--- src/rtl/stave_phase_pkg.sv ---
package stave_phase_pkg;

  typedef enum logic [1:0] {
    PH_PREOP     = 2'd0,
    PH_CTRL_RAMP = 2'd1,
    PH_MOD_RAMP  = 2'd2,
    PH_RUN       = 2'd3
  } phase_e;

  localparam int CAUSE_W    = 2;
  localparam int CAUSE_COOL = 0;
  localparam int CAUSE_MOD  = 1;

  // Conditions every phase above pre-operation requires.
  function automatic logic phase_gate_ok(input logic cool_on, input logic cool_trip,
                                         input logic armed, input logic mod_trip);
    return cool_on && !cool_trip && armed && !mod_trip;
  endfunction

  function automatic phase_e phase_step(input phase_e p);
    case (p)
      PH_PREOP:     return PH_CTRL_RAMP;
      PH_CTRL_RAMP: return PH_MOD_RAMP;
      default:      return PH_RUN;
    endcase
  endfunction

  function automatic logic phase_is_module(input phase_e p);
    return (p == PH_MOD_RAMP) || (p == PH_RUN);
  endfunction

endpackage

--- src/rtl/stave_phase_seq.sv ---
module stave_phase_seq
  import stave_phase_pkg::*;
(
  input  logic   clk,
  input  logic   rst_n,
  input  logic   adv_req,
  input  logic   gate_ok,
  input  logic   held,
  input  logic   fault_any,
  input  logic   clr_fire,
  output phase_e phase,
  output logic   adv_ok
);

  assign adv_ok = adv_req && gate_ok && !held && !fault_any && (phase != PH_RUN);

  always_ff @(posedge clk) begin
    if (!rst_n)        phase <= PH_PREOP;
    else if (clr_fire) phase <= PH_PREOP;
    else if (adv_ok)   phase <= phase_step(phase);
  end

endmodule

--- src/rtl/stave_fault_latch.sv ---
module stave_fault_latch
  import stave_phase_pkg::*;
(
  input  logic               clk,
  input  logic               rst_n,
  input  phase_e             phase,
  input  logic               cool_on,
  input  logic               cool_trip,
  input  logic               armed,
  input  logic               mod_trip,
  input  logic               cause_clr,
  output logic [CAUSE_W-1:0] cause,
  output logic               fault_cool,
  output logic               fault_mod,
  output logic               held,
  output logic               clr_fire
);

  logic               active;
  logic [CAUSE_W-1:0] new_bits;

  assign active     = (phase != PH_PREOP);
  assign fault_cool = active && (!cool_on || cool_trip);
  assign fault_mod  = active && (!armed || mod_trip);
  assign held       = (cause != '0);
  assign clr_fire   = cause_clr && held && !fault_cool && !fault_mod;

  always_comb begin
    new_bits             = '0;
    new_bits[CAUSE_COOL] = fault_cool;
    new_bits[CAUSE_MOD]  = fault_mod;
  end

  always_ff @(posedge clk) begin
    if (!rst_n) cause <= '0;
    else        cause <= (cause_clr ? '0 : cause) | new_bits;
  end

endmodule

--- src/rtl/stave_power_map.sv ---
module stave_power_map
  import stave_phase_pkg::*;
#(
  parameter int N_MOD = 12
) (
  input  phase_e             phase,
  input  logic [CAUSE_W-1:0] cause,
  input  logic               dcdc_mode,
  input  logic [N_MOD-1:0]   mod_sel,
  input  logic [N_MOD-1:0]   byp_req,
  output logic               ctrl_pwr_en,
  output logic               fe_lv_en,
  output logic               hv_en,
  output logic [N_MOD-1:0]   mod_pwr_en,
  output logic [N_MOD-1:0]   mod_bypass
);

  logic cool_kill;
  logic fe_kill;
  logic mod_kill;
  logic mod_phase;
  logic pwr_lane_on;
  logic byp_lane_on;

  assign cool_kill   = cause[CAUSE_COOL];
  assign fe_kill     = cool_kill || (cause[CAUSE_MOD] && !dcdc_mode);
  assign mod_kill    = cool_kill || cause[CAUSE_MOD];
  assign mod_phase   = phase_is_module(phase);

  assign ctrl_pwr_en = (phase != PH_PREOP) && !cool_kill;
  assign fe_lv_en    = mod_phase && !fe_kill;
  assign hv_en       = (phase == PH_RUN) && !fe_kill;
  assign pwr_lane_on = mod_phase && dcdc_mode && !mod_kill;
  assign byp_lane_on = mod_phase && !dcdc_mode && !cool_kill;

  for (genvar i = 0; i < N_MOD; i++) begin : g_lane
    assign mod_pwr_en[i] = pwr_lane_on && mod_sel[i];
    assign mod_bypass[i] = byp_lane_on && byp_req[i];
  end

endmodule

--- src/rtl/stave_phase_ctrl.sv ---
module stave_phase_ctrl
  import stave_phase_pkg::*;
#(
  parameter int N_MOD = 12
) (
  input  logic               clk,
  input  logic               rst_n,
  input  logic               dcdc_mode,
  input  logic               cool_on,
  input  logic               cool_trip,
  input  logic               mod_ilk_armed,
  input  logic               mod_trip,
  input  logic               adv_req,
  input  logic               cause_clr,
  input  logic [N_MOD-1:0]   mod_sel,
  input  logic [N_MOD-1:0]   byp_req,
  output logic [1:0]         phase_o,
  output logic [CAUSE_W-1:0] cause_o,
  output logic               ctrl_pwr_en,
  output logic               fe_lv_en,
  output logic               hv_en,
  output logic [N_MOD-1:0]   mod_pwr_en,
  output logic [N_MOD-1:0]   mod_bypass
);

  phase_e             phase;
  logic [CAUSE_W-1:0] cause;
  logic               gate_ok;
  logic               adv_ok;
  logic               fault_cool;
  logic               fault_mod;
  logic               held;
  logic               clr_fire;

  assign gate_ok = phase_gate_ok(cool_on, cool_trip, mod_ilk_armed, mod_trip);

  stave_phase_seq u_seq (
    .clk       (clk),
    .rst_n     (rst_n),
    .adv_req   (adv_req),
    .gate_ok   (gate_ok),
    .held      (held),
    .fault_any (fault_cool || fault_mod),
    .clr_fire  (clr_fire),
    .phase     (phase),
    .adv_ok    (adv_ok)
  );

  stave_fault_latch u_fault (
    .clk        (clk),
    .rst_n      (rst_n),
    .phase      (phase),
    .cool_on    (cool_on),
    .cool_trip  (cool_trip),
    .armed      (mod_ilk_armed),
    .mod_trip   (mod_trip),
    .cause_clr  (cause_clr),
    .cause      (cause),
    .fault_cool (fault_cool),
    .fault_mod  (fault_mod),
    .held       (held),
    .clr_fire   (clr_fire)
  );

  stave_power_map #(.N_MOD(N_MOD)) u_map (
    .phase       (phase),
    .cause       (cause),
    .dcdc_mode   (dcdc_mode),
    .mod_sel     (mod_sel),
    .byp_req     (byp_req),
    .ctrl_pwr_en (ctrl_pwr_en),
    .fe_lv_en    (fe_lv_en),
    .hv_en       (hv_en),
    .mod_pwr_en  (mod_pwr_en),
    .mod_bypass  (mod_bypass)
  );

  assign phase_o = phase;
  assign cause_o = cause;

endmodule

--- config.mk ---
export PLATFORM = sky130hd
export DESIGN_NAME = stave_phase_ctrl
export DESIGN_NICKNAME = d
export VERILOG_FILES = /design/src/rtl/stave_phase_pkg.sv /design/src/rtl/stave_phase_seq.sv /design/src/rtl/stave_fault_latch.sv /design/src/rtl/stave_power_map.sv /design/src/rtl/stave_phase_ctrl.sv
export SDC_FILE = /design/constraint.sdc
export NUM_CORES = 1
export LEC_CHECK = 0
export BUFFER_PORTS_ARGS = -buffer_cell sky130_fd_sc_hd__buf_2
export CORE_MARGIN = 10
export CORE_UTILIZATION = 30
export DETAILED_ROUTE_END_ITERATION = 10
export GPL_ROUTABILITY_DRIVEN = 0
export PLACE_DENSITY = 0.91
export SLEW_MARGIN = 5
export SYNTH_ARGS = -nofsm -noshare
export SYNTH_HDL_FRONTEND = slang
export SYNTH_SLANG_ARGS = --single-unit
--- constraint.sdc ---
create_clock -name clk -period 1.85 [get_ports clk]
set_input_delay 0.2775 -clock clk [delete_from_list [all_inputs] [get_ports clk]]
set_output_delay 0.2775 -clock clk [all_outputs]
set_load 0.02 [all_outputs]
==> metrics <==
status finished, final reports clean; xor and xnor area share after synthesis 0%; number of max-cap violations 0; Core ar. 0.001318 mm^2; Port Buffer Count 63; leakage 0.4788 nW; final period demand of the worst path 1.706 ns; P&R area growth vs syn 84.78%; CP max-delay cell dfxtp_1; Power, Total ~260 uW; hold depth 3; post-synthesis mux area share 0%; r2r startpoint u_fault.cause[1]; setup TNS 0 ns; Synth Instances between 50 and 60; adder-cell share of the synthesized area 0%; Avg WL per Cell 14.82 um; IO Count 64; initial antenna violation count 0; Avg Inst Size Synth 7.485 um^2; Slew @ Worst Pin 0.3220 ns; Worst Skew between 0.005 and 0.006 ns; routed vias 612; Stages on worst setup path 4; total CTS buffers 3; Synth top area share 37.31%; pin count of the biggest net entering global routing 13; gr usage total 11.46%; Clock transition at path regs 0.04 ns; H-tree levels 1; top_reg_cell synth dfxtp_1; worst hold path startpoint rst_n; slowest stage delay, CP 0.46 ns; CP required 1.57 ns; fin crit share between 90 and 100%; Synth Area in Compound Gates 18.21%; vias in the first global route 644; DP Cell Count 132; Final nets 155; critical path endpoint category primary output; hpwl dp 1792 um; Finished Layout Cells 135; Pwr Density between 300 and 400 mW/mm^2; top-count cell post-synth and2_1; Reg2Reg Setup Slack 0.72 ns; Initial Util roughly a third; yosys warns 0; Net Count, Synth 89; Seq/Total Area, Yosys 19.10%; vias per cell 4.533; critical path launch point type flop; hold_buf cts 0; Mapped Area 419.2 um^2; share of cells above drive strength 1 60.83%; root buffer cell clkbuf_4; Worst Path Arrival about 1.4 ns; Max Clock Freq roughly 600 MHz; area of the die roughly 0.0033 mm^2; 1st-iter DRT viols 4; Num Clock Sinks 4; CTS max path bufs 2; Post-synth top cells 25 x and2_1, 5 x inv_1, 4 x a21oi_1, 4 x dfxtp_1, 3 x nor2_1; gr ovfl total 0; Post-Synth Simple-Gate Area 55.82%; wirelength, routed 2001 um; R2R depth 3; Post-CTS Setup Inserts 0; post-synth top area cell and2_1; HP Class input port to flop; Worst VDD drop 0.0002833 V; RSZ-0062 raised after global routing no; beginning of the critical path u_seq.phase[1]; dominant combinational cell family by area after synthesis simple AND/OR/NAND/NOR gates; number of flops mapped to enable cells by yosys 0; Die Y 57.38 um; number of setup violations in the final report 0; DRT antenna net count 0; family with the most delay on the worst path simple AND/OR/NAND/NOR gates; Max FO, Critical Path 12; Clk Latency, worst-skew pair 0.24 ns; diode count 0; Rel. slew slack 78.51%; Synth area leaders and2_1 37%, dfxtp_1 19%, a21oi_1 4.8%; first-pass GRT wire length approximately 3100 um; Cell variety after synth 17; Slew Viols, Final 0; first-pass detailed-route iteration total 2; Post-synth ARST share 0%; WS Path Type flop to primary output; Synth Register Bits 4; crit path cell chain nand2b_4 -> nor2_2 -> and2_1 -> buf_2; Chip Width 57.38 um; endpoints failing hold 0; Std-Cell Rows 13; DRC 0; CTS tree done; Buffers & Inverters on Critical Path 1
layout by cell type (no fill, tap or decap), drive strengths merged:
| cell | instances |
|---|---|
| nor2 | 3 |
| dfxtp | 4 |
| clkbuf | 3 |
| nor3 | 1 |
| a221oi | 1 |
| and4bb | 1 |
| and2 | 25 |
| a211oi | 1 |
| inv | 5 |
| nand2b | 3 |
| o21a | 1 |
| a31o | 1 |
| o22ai | 2 |
| nor3b | 1 |
| a21oi | 4 |
| nand3 | 1 |
| buf | 63 |
worst register-to-register path: stages, from the launching register on:
cell and delay, ns:
dfxtp_1 0.49, nor3b_2 0.11, a31o_1 0.24, a211oi_2 0.21
cell type report:
class                      instances  area, um^2
sequential                         4       80.08
multi-input combinational         45       319.1
tap                               15       18.77
timing repair buffer              63       315.3
inverter                           5       18.77
fill                             134       543.0
clock buffer                       3       22.52
cells by family after synthesis:
family	count (synthesis)
flip-flops	4
buffers and inverters	7
AND/OR/NAND/NOR	35
AO/OA/AOI/OAI	10
where the power goes:
part	internal, mW	switching (mW)	total, mW	leakage, nW
registers	0.0878	0.00229	0.0901	0.0323
clock network	0.0729	0.0413	0.114	0.0138
logic	0.0310	0.0197	0.0506	0.433
total	0.192	0.0633	0.255	0.479
final timing paths:
kind                                         end
worst max-delay path               mod_bypass[0]
worst min-delay path            u_fault.cause[0]
worst max register to register    u_seq.phase[0]
worst min register to register  u_fault.cause[0]
stage by stage:
| step | hold slack (ns) | instance area, um^2 | setup WS, ns | util, % |
|---|---|---|---|---|
| CTS | 0.3299 | 765.7 | 0.02185 | 58.12 |
| detailed placement | 0.5399 | 743.2 | 0.2895 | 56.41 |
| global placement | 0.5233 | 743.2 | 0.3453 | 56.41 |
| global route | 0.3500 | 774.5 | 0.05124 | 58.78 |
| floorplan | 0.4561 | 419.2 | 0.2763 | - |
| finish | 0.3337 | 774.5 | 0.1437 | 58.78 |
per-layer routing:
metal  part of all wire, %  global-route usage (%)
met5                     0                       0
met1                    35                   9.606
met2                    50                   21.17
met3                    15                   7.301
met4                  0.75                   4.027
state kept, by name (all words and copies together), names as in the netlist:
name           cells
u_fault.cause      2
u_seq.phase        2
repair_timing:
item / in CTS / in global routing
setup endpoints to repair: 0 / 24
gates resized for setup: 0 / 2
endpoints found under the hold margin: 0 / 0
Note: power is estimated with default switching activity, not from simulation.
